### config.mk
export PLATFORM = sky130hd
export DESIGN_NAME = ddc1_vsync_tx
export DESIGN_NICKNAME = d
export VERILOG_FILES = /design/src/rtl/ddc1_tx_pkg.sv /design/src/rtl/ddc1_vsync_edge.sv /design/src/rtl/ddc1_bit_shifter.sv /design/src/rtl/ddc1_irq_flags.sv /design/src/rtl/ddc1_vsync_tx.sv
export SDC_FILE = /design/constraint.sdc
export NUM_CORES = 1
export LEC_CHECK = 0
export BUFFER_PORTS_ARGS = -buffer_cell sky130_fd_sc_hd__buf_4
export CAP_MARGIN = 20
export CORE_MARGIN = 5
export CORE_UTILIZATION = 57
export CTS_BUF_LIST = sky130_fd_sc_hd__clkbuf_16
export CTS_CLUSTER_DIAMETER = 120
export DETAILED_ROUTE_END_ITERATION = 10
export PLACE_DENSITY = 0.81
export SLEW_MARGIN = 20
export SYNTH_ARGS = -nofsm -noshare
export SYNTH_HDL_FRONTEND = slang
export SYNTH_SLANG_ARGS = --single-unit
export TNS_END_PERCENT = 30
### constraint.sdc
create_clock -name clk -period 2.8 [get_ports clk]
set_input_delay 0.28 -clock clk [delete_from_list [all_inputs] [get_ports clk]]
set_output_delay 0.28 -clock clk [all_outputs]
set_load 0.05 [all_outputs]
### src/rtl/ddc1_tx_pkg.sv
package ddc1_tx_pkg;
   localparam int FLAG_TX   = 0;
   localparam int FLAG_VS   = 1;
   localparam int FLAG_URUN = 2;
   localparam int FLAG_NUM  = 3;

   function automatic int cnt_bits(input int data_w);
      return $clog2(data_w + 1);
   endfunction
endpackage

### src/rtl/ddc1_vsync_edge.sv
module ddc1_vsync_edge #(
   parameter int STAGES = 2
) (
   input  logic clk,
   input  logic rst_n,
   input  logic async_in,
   output logic rise_o
);
   generate
      if (STAGES < 2) begin : g_bad_stages
         $error("ddc1_vsync_edge: STAGES must be at least 2");
      end
   endgenerate

   logic [STAGES-1:0] chain_q;
   logic              last_q;

   always_ff @(posedge clk or negedge rst_n) begin
      if (!rst_n) begin
         chain_q <= '0;
         last_q  <= 1'b0;
      end else begin
         chain_q <= {chain_q[STAGES-2:0], async_in};
         last_q  <= chain_q[STAGES-1];
      end
   end

   assign rise_o = chain_q[STAGES-1] & ~last_q;
endmodule

### src/rtl/ddc1_bit_shifter.sv
module ddc1_bit_shifter #(
   parameter int   DATA_W     = 8,
   parameter logic NULL_LEVEL = 1'b1,
   parameter logic IDLE_LEVEL = 1'b1
) (
   input  logic              clk,
   input  logic              rst_n,
   input  logic              enable,
   input  logic              step,
   input  logic              wr_i,
   input  logic [DATA_W-1:0] wr_data_i,
   output logic              sda_o,
   output logic              load_o,
   output logic              underrun_o
);
   localparam int CW = ddc1_tx_pkg::cnt_bits(DATA_W);
   localparam logic [CW-1:0] LAST_BIT = CW'(DATA_W);

   generate
      if (DATA_W < 2) begin : g_bad_width
         $error("ddc1_bit_shifter: DATA_W must be at least 2");
      end
   endgenerate

   logic [DATA_W-1:0] hold_q;
   logic [DATA_W-1:0] shift_q;
   logic [CW-1:0]     pos_q;
   logic              fresh_q;
   logic              sda_q;
   logic              at_start;

   assign at_start   = (pos_q == '0);
   assign load_o     = enable & step & at_start;
   assign underrun_o = load_o & ~fresh_q;
   assign sda_o      = sda_q;

   // holding register and its fresh marker
   always_ff @(posedge clk or negedge rst_n) begin
      if (!rst_n) begin
         hold_q  <= '0;
         fresh_q <= 1'b0;
      end else begin
         if (wr_i) begin
            hold_q  <= wr_data_i;
            fresh_q <= 1'b1;
         end else if (load_o) begin
            fresh_q <= 1'b0;
         end
      end
   end

   // bit sequencer
   always_ff @(posedge clk or negedge rst_n) begin
      if (!rst_n) begin
         shift_q <= '0;
         pos_q   <= '0;
         sda_q   <= IDLE_LEVEL;
      end else if (!enable) begin
         pos_q <= '0;
         sda_q <= IDLE_LEVEL;
      end else if (step) begin
         if (at_start) begin
            sda_q   <= hold_q[DATA_W-1];
            shift_q <= {hold_q[DATA_W-2:0], 1'b0};
            pos_q   <= CW'(1);
         end else if (pos_q < LAST_BIT) begin
            sda_q   <= shift_q[DATA_W-1];
            shift_q <= {shift_q[DATA_W-2:0], 1'b0};
            pos_q   <= pos_q + CW'(1);
         end else begin
            sda_q <= NULL_LEVEL;
            pos_q <= '0;
         end
      end
   end
endmodule

### src/rtl/ddc1_irq_flags.sv
module ddc1_irq_flags #(
   parameter int N = 3
) (
   input  logic         clk,
   input  logic         rst_n,
   input  logic [N-1:0] set_i,
   input  logic [N-1:0] clr_i,
   output logic [N-1:0] flag_o
);
   generate
      for (genvar g = 0; g < N; g++) begin : g_flag
         always_ff @(posedge clk or negedge rst_n) begin
            if (!rst_n)          flag_o[g] <= 1'b0;
            else if (set_i[g])   flag_o[g] <= 1'b1;
            else if (clr_i[g])   flag_o[g] <= 1'b0;
         end
      end
   endgenerate
endmodule

### src/rtl/ddc1_vsync_tx.sv
module ddc1_vsync_tx #(
   parameter int   DATA_W      = 8,
   parameter int   SYNC_STAGES = 2,
   parameter logic NULL_LEVEL  = 1'b1,
   parameter logic IDLE_LEVEL  = 1'b1
) (
   input  logic              clk,
   input  logic              rst_n,
   input  logic              enable,
   input  logic              host_wr,
   input  logic [DATA_W-1:0] host_data,
   input  logic [2:0]        irq_clr,
   input  logic              vsync_in,
   output logic              sda_out,
   output logic [2:0]        irq_flags
);
   import ddc1_tx_pkg::*;

   logic                vs_step;
   logic                byte_load;
   logic                byte_urun;
   logic [FLAG_NUM-1:0] flag_set;

   ddc1_vsync_edge #(.STAGES(SYNC_STAGES)) u_edge (
      .clk     (clk),
      .rst_n   (rst_n),
      .async_in(vsync_in),
      .rise_o  (vs_step)
   );

   ddc1_bit_shifter #(
      .DATA_W    (DATA_W),
      .NULL_LEVEL(NULL_LEVEL),
      .IDLE_LEVEL(IDLE_LEVEL)
   ) u_shift (
      .clk       (clk),
      .rst_n     (rst_n),
      .enable    (enable),
      .step      (vs_step),
      .wr_i      (host_wr),
      .wr_data_i (host_data),
      .sda_o     (sda_out),
      .load_o    (byte_load),
      .underrun_o(byte_urun)
   );

   always_comb begin
      flag_set            = '0;
      flag_set[FLAG_TX]   = byte_load;
      flag_set[FLAG_VS]   = vs_step;
      flag_set[FLAG_URUN] = byte_urun;
   end

   ddc1_irq_flags #(.N(FLAG_NUM)) u_flags (
      .clk   (clk),
      .rst_n (rst_n),
      .set_i (flag_set),
      .clr_i (irq_clr),
      .flag_o(irq_flags)
   );
endmodule

# [Word level (Yosys, flattened, before mapping)]
# Cells that the tools add are included.
[word_totals] regBits=28 output_inout_bits=4 elab_cells=44
[classes] addsub=1 order_cmp=1 eq_ne=1 mux=18 n_bitwise=6 reduce_logical=7
[ops] op="4-bit two-way mux" count=4
[ops] op="8-bit two-way mux" count=2
[ops] op="1-bit two-way mux" count=12
[ops] op="2-bit nonzero test" count=5
[ops] op="4-bit by 1-bit adder with 4-bit output, second input constant" count=1
[ops] op="1-bit bitwise AND" count=4
[ops] op="4-bit zero test" count=1
[ops] op="4-bit less-than comparator, second input constant" count=1
[ops] op="3-bit AND reduction" count=1
[ops] op="2-bit by 1-bit != test with 1-bit output, second input constant" count=1
[ops] op="1-bit NOT" count=2

# [Logic depth before layout (Yosys ltp)]
# Gate-level depths: netlist of the first run.
[depth] ltp_word=6 mapped_depth=6 depth_no_buf=5

# [Modules after synthesis]
# Synthesis of the first run repeated with hierarchy kept, for this count alone.
[unflattened] cells_unflattened=94 hier_area_um2=1151.1
[by_module_without_submodules] module="ddc1_bit_shifter" n_inst=1 cells_each=81 area_per_inst_um2=953.4
[by_module_without_submodules] module="ddc1_irq_flags" n_inst=1 cells_each=9 area_per_inst_um2=108.9
[by_module_without_submodules] module="ddc1_vsync_edge" n_inst=1 cells_each=4 area_per_inst_um2=88.8

# [Least setup slack after synthesis of the first run]
# Ideal clock, no wire load.
[synth_path] path_kind="register -> register" start="register u_shift.pos_q[0]" end="register u_shift.shift_q[5]" setup_time_ns=0.122 arrival_time_ns=1.208 t_required_ns=2.678 slack_ns=1.470 stages_incl_launch_ff=7 period_less_slack_ns=1.330 cell_sequence="dfrtp_1 inv_1 ha_1 nor3b_2 buf_4 mux2i_1 a21oi_2"
[synth_via] elab_chain_len=3
[synth_lines] element="from (decl)" line_no="ddc1_bit_shifter.sv:27" rtl="logic [CW-1:0] pos_q;"
[synth_lines] element="from (signal assigned)" line_no="ddc1_bit_shifter.sv:69" rtl="pos_q <= pos_q + CW'(1);"
[synth_lines] element="4-bit less-than comparator or 4-bit zero test (tied branches)" line_no="ddc1_bit_shifter.sv:66, ddc1_bit_shifter.sv:32"
[synth_lines] element="2-bit nonzero test (no source line)"
[synth_lines] element="3-bit AND reduction (no source line)"
[synth_lines] element="to (signal assigned)" line_no="ddc1_bit_shifter.sv:64" rtl="shift_q <= {hold_q[DATA_W-2:0], 1'b0};"
[synth_lines] element="to (signal assigned)" line_no="ddc1_bit_shifter.sv:68" rtl="shift_q <= {shift_q[DATA_W-2:0], 1'b0};"
[synth_lines] element="to (decl)" line_no="ddc1_bit_shifter.sv:26" rtl="logic [DATA_W-1:0] shift_q;"
# Parallel ways exist; a longest one is shown, timed or not.
# A chain may end at the register's enable or synchronous reset.

# [Worst setup path after layout of the first run]
[layout_path] start="register u_shift.pos_q[1]" end="register u_shift.shift_q[7]"
# The elaborated chain is that of the path after synthesis.

==> results of run 1 <==
cells by family after synthesis:
logic type / synth area share
AO/OA/AOI/OAI: 0.104
buffers and inverters: 0.0531
flip-flops: 0.587
AND/OR/NAND/NOR: 0.0954
multiplexers: 0.139
adder cells (fa/ha/maj): 0.0217
layout by cell type (no fill, tap or decap):
master	n
nand3_1	2
a22o_1	1
mux2_2	8
nor2_2	2
nand4_1	1
o22ai_1	1
nor3b_2	1
a21o_1	1
dlygate4sd3_1	1
ha_1	2
a21oi_1	4
inv_1	6
a211oi_1	1
and4bb_1	1
a21oi_2	2
clkinv_2	1
nand2_1	3
dfrtp_1	26
buf_4	19
o2bb2ai_1	1
o21ai_0	5
nor2_1	4
mux2i_1	7
a2bb2oi_1	1
and2b_2	1
a2bb2o_1	1
nor4b_1	1
dfstp_2	1
clkbuf_16	3
nand2b_1	2
final cells by class:
cell class                      instances  area, sq um
Multi-Input combinational cell         53          415
Tap cell                               27         33.8
Timing Repair Buffer                   20          153
Clock buffer                            3         75.1
Sequential cell                        27          677
Clock inverter                          1         5.00
Inverter                                6         22.5
Fill cell                             132          561
registers in the layout, summed over array words and instances, names as in the netlist:
signal           count
u_shift.hold_q       8
u_shift.shift_q      7
u_shift.pos_q        4
u_flags.flag_o       3
u_edge.chain_q       2
u_edge.last_q        1
u_shift.fresh_q      1
u_shift.sda_o        1
worst max path at each step:
stage                                    end  depth (start not counted)        startpoint  slack (ns)
final                     u_shift.shift_q[7]                          5  u_shift.pos_q[1]        1.02
after floorplan           u_shift.shift_q[5]                          6  u_shift.pos_q[0]        1.47
after global routing      u_shift.shift_q[6]                          5  u_shift.pos_q[1]        0.92
after CTS                 u_shift.shift_q[7]                          5  u_shift.pos_q[0]        1.01
after detailed placement  u_shift.shift_q[5]                          5  u_shift.pos_q[0]        1.01
after global placement    u_shift.shift_q[2]                          5  u_shift.pos_q[0]        1.10
worst max-delay path, stage by stage, from the launching register on:
cell and delay [ns]:
dfrtp_1 0.41, inv_1 0.09, ha_1 0.19, nor3b_2 0.58, mux2i_1 0.27, a21oi_1 0.09
power by group through the flow:
stage	combinational [mW]	sequential [mW]	clock, mW
after floorplan	0.0739	0.469	0
final	0.124	0.456	0.309
after detailed placement	0.123	0.461	0
after CTS	0.126	0.456	0.319
after global placement	0.119	0.461	0
after global routing	0.138	0.461	0.342
routing by layer:
| metal | share of wire | GRT usage |
|---|---|---|
| met1 | 0.45 | 0.199 |
| met2 | 0.50 | 0.266 |
| met3 | 0.047 | 0.0402 |
| met4 | 0.0042 | 0.0486 |
| met5 | 0 | 0 |
stage by stage:
| step | cells | total power, mW | area [sq um] | utilization |
|---|---|---|---|---|
| 3_5_place_dp | 132 | 0.585 | 1290 | 0.665 |
| 4_1_cts | 137 | 0.901 | 1380 | 0.711 |
| 3_3_place_gp | 132 | 0.579 | 1290 | 0.665 |
| 2_1_floorplan | 90 | 0.543 | 1150 | - |
| 6_report | 137 | 0.888 | 1380 | 0.711 |
| 5_1_grt | 137 | 0.941 | 1380 | 0.711 |
what timing repair did:
item,CTS,global route
hold endpoints to repair,26,0
setup endpoints to repair,0,0
hold buffers,1,0
==> run metrics, run 1 <==
Distinct cells, synth=30; post-CTS setup buffer count=0; synthesized net count=108; nets=between 100 and 150; fmax=563 MHz; IO buf count=19; CTS Buffer Depth=2; final worst slack=1.02 ns; Initial Util=0.594; Die X=55.0 um; antenna-violating nets left=0; Max Slew Vio Count=0; maximum vdd drop=~0.46 mV; Worst setup SP type=register; Resized Gates After CTS=0; worst-path fanout max=7; synthesized area=1150 sq um; number of global-route vias before repair=759; diode count=0; IO Count=20; endpoints failing setup=0; vias post-DR=722; Seq pwr share=0.513; Worst-path clk slew=0.06 ns; Mapped Cells=90; Slew HR=0.552; Worst EP arrival=1.88 ns; CTS buffer count=3; predominant post-synthesis flop cell=dfrtp_1; first-pass GRT wire length=between 3000 and 4000 um; clock sink total=27; clock period minus worst slack=1.78 ns; cells on worst reg2reg path=5; Residual DRC=0; Routability Congestion=0.834; Sw Ratio=0.230; total internal power=0.684 mW; cell with the most instances after synthesis=dfrtp_1; Pleak=0.659 nW; Worst EP required=between 2 and 3 ns; Total Routing Usage GR=0.158; GRT overflow=0; combinational share of power=0.139; vias per cell=5.27; Critical Path Sink Type=register; Area Overhead vs Synth=19.7%; fraction of registers with async set/reset=1.00; Setup TNS=0 ns; DR WL/cell=13.8 um; DP Worst Slack=1.01 ns; Hold WS=0.131 ns; min-delay worst type=primary input to register; Detail Placement HPWL=1350 um; Core ar.=1940 sq um; worst hold stages=1; Seq cells post-synth=27; largest net degree at the start of global routing=28; Setup CP Type=register to register; Clk Latency, worst-skew pair=0.25 ns; R2R Path Start=u_shift.pos_q[1]; EDFF count, synth=0; Avg Inst Size Synth=12.8 sq um; First-pass DRT Iterations=4; H-tree depth=1; Final Hold Vio Count=0; status=finished clean; R2R Setup Slk=between 1 and 1.5 ns; Die Span Y=between 50 and 60 um; DR iter-0 viols=5; RSZ-0062 raised after global routing=no; clock power share=0.348; final WL=roughly 1900 um; period utilization=0.634; share of post-route cells with drive strength above 1=0.345; Clock Skews=between 0.0015 and 0.002 ns; Net Sw Power=0.204 mW; initial antenna violation count=0; Power Dens Cells=between 600 and 700 nW/um^2; Max Cap Violations=0; Synth area leaders=dfrtp_1, mux2_2, mux2i_1; HP Start=vsync_in; die area=3020 sq um; Hold EP=u_edge.chain_q[0]; CTS Root Cell=clkbuf_16; Ys Warns=0; measured slew at the worst slew-check pin=0.669 ns; sequential element share of the synthesized area=0.587; CTS tree=done; most common library cells after synthesis=dfrtp_1, mux2_2, mux2i_1; # rows=16; RR Endpoint=u_shift.shift_q[7]; post-synth top area cell=dfrtp_1; Synth top area share=0.564
Note: power is estimated with default switching activity, not from simulation.
==> inputs of run 2 (changes only) <==
- CORE_UTILIZATION: 57 -> 53
- PLACE_DENSITY: 0.81 -> 0.76
- clock period: 2.8 -> 1.7 ns (I/O delays scaled with it)
==> run 2 against run 1 <==
Effect of this change:
- fmax increased by 19%
- cell area increased by 1.5%
- clock skew about the same
- power increased by 66%
- hold slack got worse by 0.11 ns
- sequential share of layout area decreased by 0.74 points
- combinational power increased by 70%
- die area increased by 6.2%
- final cell count increased by 2.2%
- non-clock buffer count increased by 3
- first-iteration DRC count increased by 120%
- critical endpoint is now u_shift.shift_q[6]
- largest power group unchanged
==> run metrics, run 2 (synthesized netlist as in run 1, its figures left out) <==
CTS buffer count=3 (unchanged); Net Sw Power=0.349 mW (was 0.204 mW); Core ar.=2020 sq um (was 1940 sq um); Worst EP required=1.84 ns (was 2.90 ns); largest net degree at the start of global routing=28 (unchanged); period utilization=0.877 (was 0.634); Initial Util=0.571 (was 0.594); GR Util met1=0.173 (was 0.199); IO buf count=19 (unchanged); Hold EP=u_edge.chain_q[0] (unchanged); Residual DRC=0 (unchanged); clock power share=0.351 (was 0.348); Routability Congestion=0.700 (was 0.834); Critical Path Sink Type=register (unchanged); DR WL/cell=13.8 um (about the same); Tot Pwr=1.48 mW (was 0.888 mW); Resized Gates After CTS=0 (unchanged); Biggest register=u_shift.hold_q (unchanged); status=finished clean (unchanged); # rows=16 (unchanged); HP Start=vsync_in (unchanged); Die X=56.7 um (was 55.0 um); placed cells=135 (was 132); Setup CP Type=register to register (unchanged); Area after DPL=1310 sq um (was 1290 sq um); Pleak=0.675 nW (was 0.659 nW); # fillers=150 (was 132); Final Hold Vio Count=0 (unchanged); RSZ-0062 raised after global routing=no (unchanged); Worst EP arrival=1.63 ns (was 1.88 ns); share of post-route cells with drive strength above 1=0.354 (was 0.345); Max Slew Vio Count=0 (unchanged); R2R Setup Slk=0.21 ns (was 1.02 ns); CTS tree=done (unchanged); Total Routing Usage GR=0.136 (was 0.158); GRT overflow=0 (unchanged); Final Instance Area=1400 sq um (was 1380 sq um); Global Route met2 Usage=0.211 (was 0.266); combinational share of power=0.142 (was 0.139); endpoints failing setup=0 (unchanged); Seq pwr share=0.506 (was 0.513); Worst-path clk slew=0.06 ns (about the same); IO Count=20 (unchanged); RR Endpoint=u_shift.shift_q[6] (was u_shift.shift_q[7]); Setup TNS=0 ns (unchanged); cells on worst reg2reg path=6 (was 5); Power Dens Cells=1050 nW/um^2 (was 643 nW/um^2); Area Overhead vs Synth=21.6% (was 19.7%); most common cell after layout, fill and taps aside=dfrtp_1 (unchanged); total internal power=1.13 mW (was 0.684 mW); number of global-route vias before repair=736 (was 759); Hold WS=0.0167 ns (was 0.131 ns); nets=132 (was 129); Sw Ratio=0.236 (was 0.230); CTS Buffer Depth=2 (unchanged); final WL=1930 um (was 1900 um); Worst setup SP type=register (unchanged); measured slew at the worst slew-check pin=0.330 ns (was 0.669 ns); DR iter-0 viols=11 (was 5); hold buffers post-CTS=1 (unchanged); vias per cell=5.29 (was 5.27); Detail Placement HPWL=1390 um (was 1350 um); vias post-DR=740 (was 722); H-tree depth=1 (unchanged); first-pass GRT wire length=3360 um (was 3280 um); worst hold stages=1 (unchanged); Most Used Layer, Global Route=met2 (unchanged); non-filler instance count after layout=140 (was 137); diode count=0 (unchanged); CTS Root Cell=clkbuf_16 (unchanged); antenna-violating nets left=0 (unchanged); Clk Latency, worst-skew pair=0.26 ns (was 0.25 ns); initial antenna violation count=0 (unchanged); sequential standard cell area=677 sq um (unchanged); post-CTS setup buffer count=0 (unchanged); multi-input logic area=415 sq um (unchanged); Clock Skews=0.00180 ns (was 0.00198 ns); number of flip-flops in the largest register=8 (unchanged); First-pass DRT Iterations=4 (unchanged); Max Cap Violations=0 (unchanged); clock period minus worst slack=1.49 ns (was 1.78 ns); clock sink total=27 (unchanged); Regs by FF count=u_shift.hold_q: 8 flops, u_shift.shift_q: 7 flops, u_shift.pos_q: 4 flops (unchanged); min-delay worst type=primary input to register (unchanged); worst-path fanout max=7 (unchanged); Die Span Y=56.7 um (was 55.0 um); R2R Path Start=u_shift.pos_q[0] (was u_shift.pos_q[1]); die area=3210 sq um (was 3020 sq um); maximum vdd drop=0.802 mV (was 0.462 mV); met3 usage=0.0413 (was 0.0402); most frequent cells in the layout=dfrtp_1, buf_4, mux2_2 (unchanged); fmax=671 MHz (was 563 MHz); Slew HR=0.780 (was 0.552)
-- run 2: cell count changes in the layout (fill, tap and decap cells not counted), sizes merged --
cell	change
clkinv	-1
inv	+1
buf	+3
-- run 2: worst max path at each step --
stage	startpoint	endpoint	slack (ns)	cells after the start
final	u_shift.pos_q[0]	u_shift.shift_q[6]	0.21	6
after global routing	u_shift.pos_q[0]	u_shift.shift_q[6]	0.13	6
after CTS	u_shift.pos_q[0]	u_shift.shift_q[6]	0.20	6
after detailed placement	u_shift.pos_q[0]	u_shift.shift_q[5]	0.23	6
after global placement	u_shift.pos_q[0]	u_shift.shift_q[6]	0.32	6
after floorplan	u_shift.pos_q[0]	u_shift.shift_q[5]	0.37	6
-- run 2: metrics by stage --
step / util / setup WS, ns
final: 0.694 / 0.210
after detailed placement: 0.650 / 0.234
after CTS: 0.694 / 0.205
after global placement: 0.650 / 0.324
after global routing: 0.694 / 0.131
after floorplan: - / 0.370
-- run 2: layout make-up --
cell class                 instances  share of cell area
timing repair buffer              23               0.125
sequential                        27               0.483
clock inverter                     1             0.00268
tap                               27              0.0241
inverter                           6              0.0161
clock buffer                       3              0.0535
multi-input combinational         53               0.296
-- run 2: critical path: stages (launching register included) --
cell and delay [ns]:
dfrtp_1 0.39, inv_1 0.10, ha_1 0.19, nor3b_2 0.17, buf_4 0.19, mux2i_1 0.25
a21oi_2 0.08
-- run 2: power by group through the flow --
stage	Combinational [mW]	Clock, mW	Sequential (mW)
after floorplan	0.122	0	0.773
after global placement	0.201	0	0.757
after detailed placement	0.209	0	0.761
after CTS	0.214	0.525	0.749
after global routing	0.235	0.554	0.756
final	0.211	0.519	0.748
-- run 2: routing by layer --
layer,vias to the layer above,routed length (um)
li1,359,-
met1,358,868
met2,18,924
met3,5,105
met4,0,33
met5,-,0
